[config.mk]
export PLATFORM = sky130hd
export DESIGN_NAME = fxf_encoder
export DESIGN_NICKNAME = d
export VERILOG_FILES = /design/src/rtl/fxf_pkg.sv /design/src/rtl/fxf_magnitude.sv /design/src/rtl/fxf_lead_one.sv /design/src/rtl/fxf_pack.sv /design/src/rtl/fxf_stage.sv /design/src/rtl/fxf_encoder.sv
export SDC_FILE = /design/constraint.sdc
export NUM_CORES = 1
export LEC_CHECK = 0
export CELL_PAD_IN_SITES_DETAIL_PLACEMENT = 0
export CELL_PAD_IN_SITES_GLOBAL_PLACEMENT = 1
export CORE_MARGIN = 4
export CORE_UTILIZATION = 40
export CTS_CLUSTER_SIZE = 14
export DETAILED_ROUTE_END_ITERATION = 10
export DONT_BUFFER_PORTS = 1
export PLACE_DENSITY = 0.73
export SKIP_LAST_GASP = 1
export SYNTH_ARGS = -nofsm -noshare
export SYNTH_HDL_FRONTEND = slang
export SYNTH_SLANG_ARGS = --single-unit
[constraint.sdc]
create_clock -name clk -period 2.4 [get_ports clk]
set_clock_uncertainty 0.05 [all_clocks]
set_input_delay 0.72 -clock clk [delete_from_list [all_inputs] [get_ports clk]]
set_output_delay 0.72 -clock clk [all_outputs]
set_load 0.05 [all_outputs]
[src/rtl/fxf_pkg.sv]
package fxf_pkg;

   // Condition flags that travel with each encoded word
   typedef struct packed {
      logic ovf;
      logic unf;
      logic zero;
   } fxf_flags_t;

   localparam int FLAGS_W = $bits(fxf_flags_t);

endpackage

[src/rtl/fxf_magnitude.sv]
module fxf_magnitude #(
   parameter int IN_W = 32
) (
   input  logic [IN_W-1:0] value,
   output logic            negative,
   output logic [IN_W-1:0] mag
);
   // Unsigned magnitude: the most negative code maps to 2^(IN_W-1),
   // which still fits in IN_W unsigned bits
   assign negative = value[IN_W-1];
   assign mag      = negative ? (~value + IN_W'(1)) : value;
endmodule

[src/rtl/fxf_lead_one.sv]
module fxf_lead_one #(
   parameter int IN_W  = 32,
   parameter int POS_W = $clog2(IN_W)
) (
   input  logic [IN_W-1:0]  mag,
   output logic             any,
   output logic [POS_W-1:0] pos
);
   // Higher bits overwrite lower ones, so the highest set bit wins
   always_comb begin
      pos = '0;
      for (int i = 0; i < IN_W; i++) begin
         if (mag[i]) pos = POS_W'(i);
      end
   end

   assign any = |mag;
endmodule

[src/rtl/fxf_pack.sv]
module fxf_pack
   import fxf_pkg::*;
#(
   parameter int IN_W    = 32,
   parameter int FRAC_IN = 16,
   parameter int EXP_W   = 4,
   parameter int BIAS    = 7,
   parameter int MAN_W   = 27,
   parameter int POS_W   = $clog2(IN_W),
   parameter int WORD_W  = 1 + EXP_W + MAN_W
) (
   input  logic [IN_W-1:0]   mag,
   input  logic              negative,
   input  logic              any,
   input  logic [POS_W-1:0]  pos,
   output logic [WORD_W-1:0] word,
   output fxf_flags_t        flags
);
   localparam int EXP_MAX = (1 << EXP_W) - 1;

   logic [IN_W-1:0]  shifted;
   logic [MAN_W-1:0] frac;

   // Move the leading one up to the top bit of the input width
   assign shifted = mag << (IN_W - 1 - int'(pos));

   // Keep only the bits below the leading one. The variant depends on
   // whether the fraction field is narrower than those bits.
   generate
      if (MAN_W <= IN_W - 1) begin : g_trunc
         assign frac = MAN_W'(shifted >> (IN_W - 1 - MAN_W));
      end else begin : g_pad
         assign frac = MAN_W'(shifted) << (MAN_W - IN_W + 1);
      end
   endgenerate

   always_comb begin
      int e;
      e     = int'(pos) - FRAC_IN + BIAS;
      word  = '0;
      flags = '0;
      if (!any) begin
         flags.zero = 1'b1;
      end else if (e > EXP_MAX) begin
         word      = {negative, {EXP_W{1'b1}}, {MAN_W{1'b1}}};
         flags.ovf = 1'b1;
      end else if (e < 0) begin
         flags.unf = 1'b1;
      end else begin
         word = {negative, EXP_W'(e), frac};
      end
   end

   // The detector's position must be the top set bit of the magnitude
   always_comb begin
      if (any) begin
         AST_LEAD_POSITION: assert ((mag >> pos) == IN_W'(1));
      end
   end
endmodule

[src/rtl/fxf_stage.sv]
module fxf_stage #(
   parameter int W = 35
) (
   input  logic         clk,
   input  logic         rst_n,
   input  logic         in_valid,
   output logic         in_ready,
   input  logic [W-1:0] in_data,
   output logic         out_valid,
   input  logic         out_ready,
   output logic [W-1:0] out_data
);
   assign in_ready = !out_valid || out_ready;

   always_ff @(posedge clk or negedge rst_n) begin
      if (!rst_n) begin
         out_valid <= 1'b0;
         out_data  <= '0;
      end else if (in_valid && in_ready) begin
         out_valid <= 1'b1;
         out_data  <= in_data;
      end else if (out_ready) begin
         out_valid <= 1'b0;
      end
   end

   AST_ACCEPT_TO_VALID: assert property (@(posedge clk) disable iff (!rst_n)
      in_valid && in_ready |=> out_valid);
   AST_HOLD_STABLE: assert property (@(posedge clk) disable iff (!rst_n)
      out_valid && !out_ready |=> out_valid && $stable(out_data));
   AST_NO_ACCEPT_WHEN_FULL: assert property (@(posedge clk) disable iff (!rst_n)
      out_valid && !out_ready |-> !in_ready);
endmodule

[src/rtl/fxf_encoder.sv]
module fxf_encoder
   import fxf_pkg::*;
#(
   parameter int IN_W    = 32,
   parameter int FRAC_IN = 16,
   parameter int EXP_W   = 4,
   parameter int BIAS    = 7,
   parameter int MAN_W   = 27,
   parameter int WORD_W  = 1 + EXP_W + MAN_W
) (
   input  logic              clk,
   input  logic              rst_n,
   input  logic              in_valid,
   output logic              in_ready,
   input  logic [IN_W-1:0]   in_data,
   output logic              out_valid,
   input  logic              out_ready,
   output logic [WORD_W-1:0] out_word,
   output logic              out_ovf,
   output logic              out_unf,
   output logic              out_zero
);
   localparam int POS_W  = $clog2(IN_W);
   localparam int STG_W  = WORD_W + FLAGS_W;
   localparam int EXP_MX = (1 << EXP_W) - 1;

   // Elaboration-time parameter checks
   generate
      if (IN_W < 2 || FRAC_IN >= IN_W) begin : g_bad_in
         $error("fxf_encoder: input width must exceed fraction width");
      end
      if (EXP_W < 2) begin : g_bad_exp
         $error("fxf_encoder: exponent field too narrow");
      end
      if (BIAS < 0 || BIAS > EXP_MX) begin : g_bad_bias
         $error("fxf_encoder: bias outside exponent field range");
      end
      if (MAN_W < 1) begin : g_bad_man
         $error("fxf_encoder: fraction field must be nonempty");
      end
   endgenerate

   logic              negative;
   logic [IN_W-1:0]   mag;
   logic              any;
   logic [POS_W-1:0]  pos;
   logic [WORD_W-1:0] word_c;
   fxf_flags_t        flags_c;
   fxf_flags_t        flags_q;
   logic [STG_W-1:0]  stage_q;

   fxf_magnitude #(.IN_W(IN_W)) i_magnitude (
      .value    (in_data),
      .negative (negative),
      .mag      (mag)
   );

   fxf_lead_one #(.IN_W(IN_W), .POS_W(POS_W)) i_lead_one (
      .mag (mag),
      .any (any),
      .pos (pos)
   );

   fxf_pack #(
      .IN_W(IN_W), .FRAC_IN(FRAC_IN), .EXP_W(EXP_W), .BIAS(BIAS),
      .MAN_W(MAN_W), .POS_W(POS_W), .WORD_W(WORD_W)
   ) i_pack (
      .mag      (mag),
      .negative (negative),
      .any      (any),
      .pos      (pos),
      .word     (word_c),
      .flags    (flags_c)
   );

   fxf_stage #(.W(STG_W)) i_stage (
      .clk       (clk),
      .rst_n     (rst_n),
      .in_valid  (in_valid),
      .in_ready  (in_ready),
      .in_data   ({flags_c, word_c}),
      .out_valid (out_valid),
      .out_ready (out_ready),
      .out_data  (stage_q)
   );

   assign {flags_q, out_word} = stage_q;
   assign out_ovf  = flags_q.ovf;
   assign out_unf  = flags_q.unf;
   assign out_zero = flags_q.zero;

   AST_FLAG_EXCLUSIVE: assert property (@(posedge clk) disable iff (!rst_n)
      out_valid |-> $onehot0({out_ovf, out_unf, out_zero}));
   AST_ZERO_WORD: assert property (@(posedge clk) disable iff (!rst_n)
      out_valid && out_zero |-> out_word == '0);
   AST_SAT_WORD: assert property (@(posedge clk) disable iff (!rst_n)
      out_valid && out_ovf |-> &out_word[WORD_W-2:0]);
   AST_UNF_WORD: assert property (@(posedge clk) disable iff (!rst_n)
      out_valid && out_unf |-> out_word == '0);
endmodule

After elaboration in Yosys (flattened, before gate mapping):

Index checks and enable logic that the tools add are counted.

* word-level logic and storage cells: 57
* output and inout bits: 37
* input bits: 36
* bits in registers: 36

* bitwise gates (word level): 1
* reductions and logical operators: 5
* muxes and demuxes: 42
* add/subtract/negate cells: 4
* shift-type cells: 1
* order comparisons: 2

Operators by type and width (number)
* 32-bit two-way mux: 4
* 5-bit two-way mux: 16
* 32-bit by 1-bit adder with 32-bit output, second input constant: 1
* 32-bit by 4-bit adder with 32-bit output, second input constant: 1
* 32-bit by 5-bit greater-than comparator with 1-bit output, second input constant: 1
* 32-bit by 1-bit < comparator with 1-bit output, second input constant: 1
* 4-bit two-way mux: 8
* 32-bit inverter: 1
* 32-bit OR reduction: 1
* 32-bit by 32-bit left shift with 31-bit output: 1
* 3-bit two-way mux: 4
* 1-bit two-way mux: 7
* 2-bit two-way mux: 3
* 5-bit by 5-bit subtractor with 6-bit output, first input constant: 1
* 5-bit by 5-bit subtractor with 6-bit output, second input constant: 1
* 2-bit nonzero test: 1
* 1-bit logical AND: 1
* 1-bit logical NOT: 1
* 1-bit logical OR: 1

Longest topological paths before layout:

* depth in word-level cells: 40
* depth in mapped cells: 26
* gate-level depth less buffers: 24

Hierarchy:

From an unflattened synthesis, not the netlist that was laid out.

* cells, all modules: 463
* area, all modules: 4534.3 sq um

Modules (own cells, without submodules)
* fxf_pack: cells each 221, area each 1910.6 sq um, instances 1
* fxf_stage: cells each 77, area each 1472.7 sq um, instances 1
* fxf_magnitude: cells each 103, area each 784.5 sq um, instances 1
* fxf_lead_one: cells each 62, area each 366.6 sq um, instances 1

Worst setup path after synthesis:

OpenSTA, ideal clock, no wires.

* kind: in2reg
* start point: input in_data[0]
* end point: register i_stage.out_data[19]
* required time: 2.224 ns
* data arrival time: 5.781 ns
* setup slack: -3.557 ns
* path buffers: 3
* library setup time: 0.126 ns
* cell stages on the path: 26
* cell sequence: inv_1 > ha_1 > or3b_1 > clkbuf_1 > nor4_4 > a31oi_1 > xor2_1 > nor4_1 > a211oi_2 > nor2_4 > clkinv_4 > buf_4 > buf_2 > ha_1 > o211ai_1 > nand2_1 > ha_1 > nor4b_1 > nand4_1 > nor3_1 > nor2b_1 > a221o_1 > nor2_2 > inv_1 > nand2_1 > a221o_1

* cells in the longest elaborated chain, start to end: 40
* elaborated cells between the ends (all ways): 44

RTL lines
* start, declared: line fxf_encoder.sv:15 `input logic [IN_W-1:0] in_data,`
* 32-bit inverter: line fxf_magnitude.sv:11 `assign mag = negative ? (~value + IN_W'(1)) : value;`
* 32-bit by 1-bit adder with 32-bit output: line fxf_magnitude.sv:11
* 32-bit two-way mux *: line fxf_magnitude.sv:11
* 1-bit two-way mux: line fxf_lead_one.sv:13 `if (mag[i]) pos = POS_W'(i);`
* 2-bit two-way mux (2 in series): line fxf_lead_one.sv:13
* 3-bit two-way mux (4 in series): line fxf_lead_one.sv:13
* 4-bit two-way mux (8 in series): line fxf_lead_one.sv:13
* 5-bit two-way mux (16 in series): line fxf_lead_one.sv:13
* 5-bit by 5-bit subtractor with 6-bit output: line fxf_pack.sv:39 `e = int'(pos) - FRAC_IN + BIAS;`
* 32-bit by 4-bit adder with 32-bit output: line fxf_pack.sv:39
* 32-bit by 1-bit < comparator with 1-bit output: line fxf_pack.sv:47 `end else if (e < 0) begin`
* 32-bit two-way mux: line fxf_pack.sv:47
* 32-bit two-way mux: line fxf_pack.sv:44 `end else if (e > EXP_MAX) begin`
* 32-bit two-way mux *: line fxf_pack.sv:42 `if (!any) begin`
* end signal, assigned: line fxf_stage.sv:21 `out_data <= in_data;`
* end, declared: line fxf_stage.sv:11 `output logic [W-1:0] out_data`

Mark *: on every way between the ends. The rest lies on a longest branch, timed or not.
A chain may end at the register's enable or synchronous reset.

Final worst setup path:

* start point: input in_data[1]
* end point: register i_stage.out_data[23]

Same word-level chain as after synthesis.

==> impl_metrics.csv <==
group,metric,value,unit
status,status,"complete, but fails checks",
status,failed_checks,"setup timing",
global_routing,antenna_found_initial,0,
setup_path,cp.depth,27,
setup_path,critPathBufInv,6,
cts,clockBufferDepth,2,
cts,clk_latency,0.28,ns
sta,slew_headroom,0.547,
setup_path,timing.critical_path.fanout_max,8,
final_layout,nNetsFinal,1106,
die,dieWidth,127,um
sta,fmax,197,MHz
pwr,powerDensity,454,nW/um^2
synth,async_flop_share,1.00,
place,dpl-instance-area,8130,sq um
die,dieArea,16200,sq um
place,dp_hpwl,22500,um
final_layout,fin_area,9230,sq um
synth,synth_cells,773,
sta,finalCritPeriodShare,2.12,
setup_path,slowest_delay,0.42,ns
die,die_y,127,um
global_routing,globalRouteOverflowTotal,0,
drt,wire_per_inst,23.3,um
sta,fin_crit,5.08,ns
sta,hold_violations,0,
cts,cts-buffers-inserted,5,
final_layout,area_growth_syn_to_layout,61.9,%
place,place_worst_setup_slack,-2.99,ns
synth,synth-seq-cells,36,
drt,totalWireLength,29000,um
synth,synth_warnings,0,
synth,syn_nets,819,
cts,cts-root-buf,"clkbuf_16",
drt,drt_iter0_drc,847,
place,portBuffers,0,
cts,cts_tree,"built",
die,io_pins,73,
place,place_congestion,1.06,
setup_path,cpMostUsedCell,"buf_4",
die,rows,43,
final_layout,drive_gt1_frac,0.457,
global_routing,grt_max_degree,43,
final_layout,mostFrequentLayoutCell,"buf_4",
sta,setup_slack,-2.68,ns
sta,setup_viol,35,
setup_path,start_kind,"input port",
cts,clk_pin_slew,0.06,ns
cts,cts_sinks,36,
setup_path,r2r_slack,0.36,ns
pwr,peakVddDrop,0.271,mV
setup_path,rr_worst_depth,7,
drt,drt.antenna.violating_nets,0,
pwr,p_leak,0.00377,uW
final_layout,diodes,0,
synth,netlist_area,5700,sq um
min_path,worstHoldPathType,"input port to async pin",
final_layout,layout_common_cells,"buf_4 (320), nand2_1 (59), nor2_1 (50)",
die,fp.coreArea,13900,sq um
synth,synth-edff-count,0,
global_routing,grt_pass1_vias,7999,
drt,num_vias,8172,
sta,tightest_slew,0.672,ns
setup_path,cp.required,2.49,ns
drt,drcViolationCount,0,
global_routing,track_usage,0.342,
setup_path,slowest_stage,"or3b_4",
global_routing,grt_pass1_wl,44400,um
cts,cts_htree_levels,2,
sta,final_max_slew_viol_count,0,
drt,drtPass1Iterations,6,
sta,rsz0062_at_grt,"yes",
setup_path,crit_family,"simple AND/OR/NAND/NOR gates",
synth,ys.flop_type,"dfrtp_1",
synth,seq_area_frac_synth,0.158,
drt,vias_per_cell,6.59,
synth,synthDistinctLibCells,87,
setup_path,path_class,"input port to flop",
synth,synth_area_per_cell,7.37,sq um
run,cap_violations,0,
setup_path,critPathCaptureType,"flop",
setup_path,arrival,5.16,ns
die,start_util,0.409,
final_layout,num-fill-cells,1117,
[layer usage]
metal	GRT usage	up-vias	part of all wire
met4	0.211	0	0.074
met5	0	-	0
li1	-	3637	-
met1	0.409	3883	0.38
met2	0.578	518	0.47
met3	0.0468	134	0.075
[repair_timing]
item / in CTS / in global routing
pin swaps: 32 / 34
buffers inserted: 21 / 27
hold buffers: 0 / 0
gates resized for setup: 88 / 43
endpoints found under the setup margin: 35 / 35
[synth_stat cells (19+ instances only)]
library cell,count,area share
dfrtp_1,36,0.16
xnor2_1,25,0.038
nand3_1,35,0.031
a21oi_1,54,0.047
o21ai_0,43,0.038
clkbuf_1,35,0.023
buf_2,21,0.018
nor2_1,52,0.034
nand4_1,19,0.021
nor3_1,32,0.028
nand2_1,65,0.043
[per-stage QoR]
step	std cells	util	power [uW]	TNS (ns)	hold WS, ns
2_1_floorplan	773	-	2260	-97.93	0.374
3_3_place_gp	1186	0.583	3200	-90.61	0.375
3_5_place_dp	1186	0.583	3220	-96.83	0.375
4_1_cts	1215	0.634	4070	-80.65	0.0736
5_1_grt	1241	0.662	4370	-94.49	0.0727
6_report	1241	0.662	4190	-87.18	0.0778
[area by class of cell]
cell class                 instances  area [sq um]  share of cell area
inverter                          10          91.3             0.00990
multi-input combinational        664          5150               0.558
tap                              180           225              0.0244
timing repair buffer             343          2700               0.292
clock buffer                       5           125              0.0136
clock inverter                     3          42.5             0.00461
sequential                        36           901              0.0976
[final timing paths]
path | from | end
max in group asynchronous | rst_n | i_stage.out_data[26]
worst min register to register | i_stage.out_valid | i_stage.out_valid
worst min-delay path | rst_n | i_stage.out_data[29]
worst max-delay path | in_data[1] | i_stage.out_data[23]
min in group clk | in_valid | i_stage.out_valid
worst max register to register | i_stage.out_valid | i_stage.out_data[11]
[kinds of logic (layout without fill, tap and decap cells)]
group           after synthesis  after routing  synth area share
compound gates              309            309             0.397
simple gates                279            279             0.256
buf+inv                      73            361            0.0551
xor+xnor                     43             43            0.0661
flops                        36             36             0.158
mux                          23             23            0.0457
fa+ha+maj                    10             10            0.0219
[flip-flops by register name, indices dropped and copies added, names as in the netlist]
register and cells:
i_stage.out_valid 1, i_stage.out_data 35
[power by group]
| group | leakage (uW) | internal (uW) | total (uW) | switching (uW) |
|---|---|---|---|---|
| Clock | 0.0000798 | 487 | 735 | 248 |
| Sequential | 0.000395 | 704 | 1170 | 469 |
| Combinational | 0.00329 | 1070 | 2280 | 1210 |
| Total | 0.00377 | 2260 | 4190 | 1930 |
No activity file was read; power rests on OpenSTA's default activity.
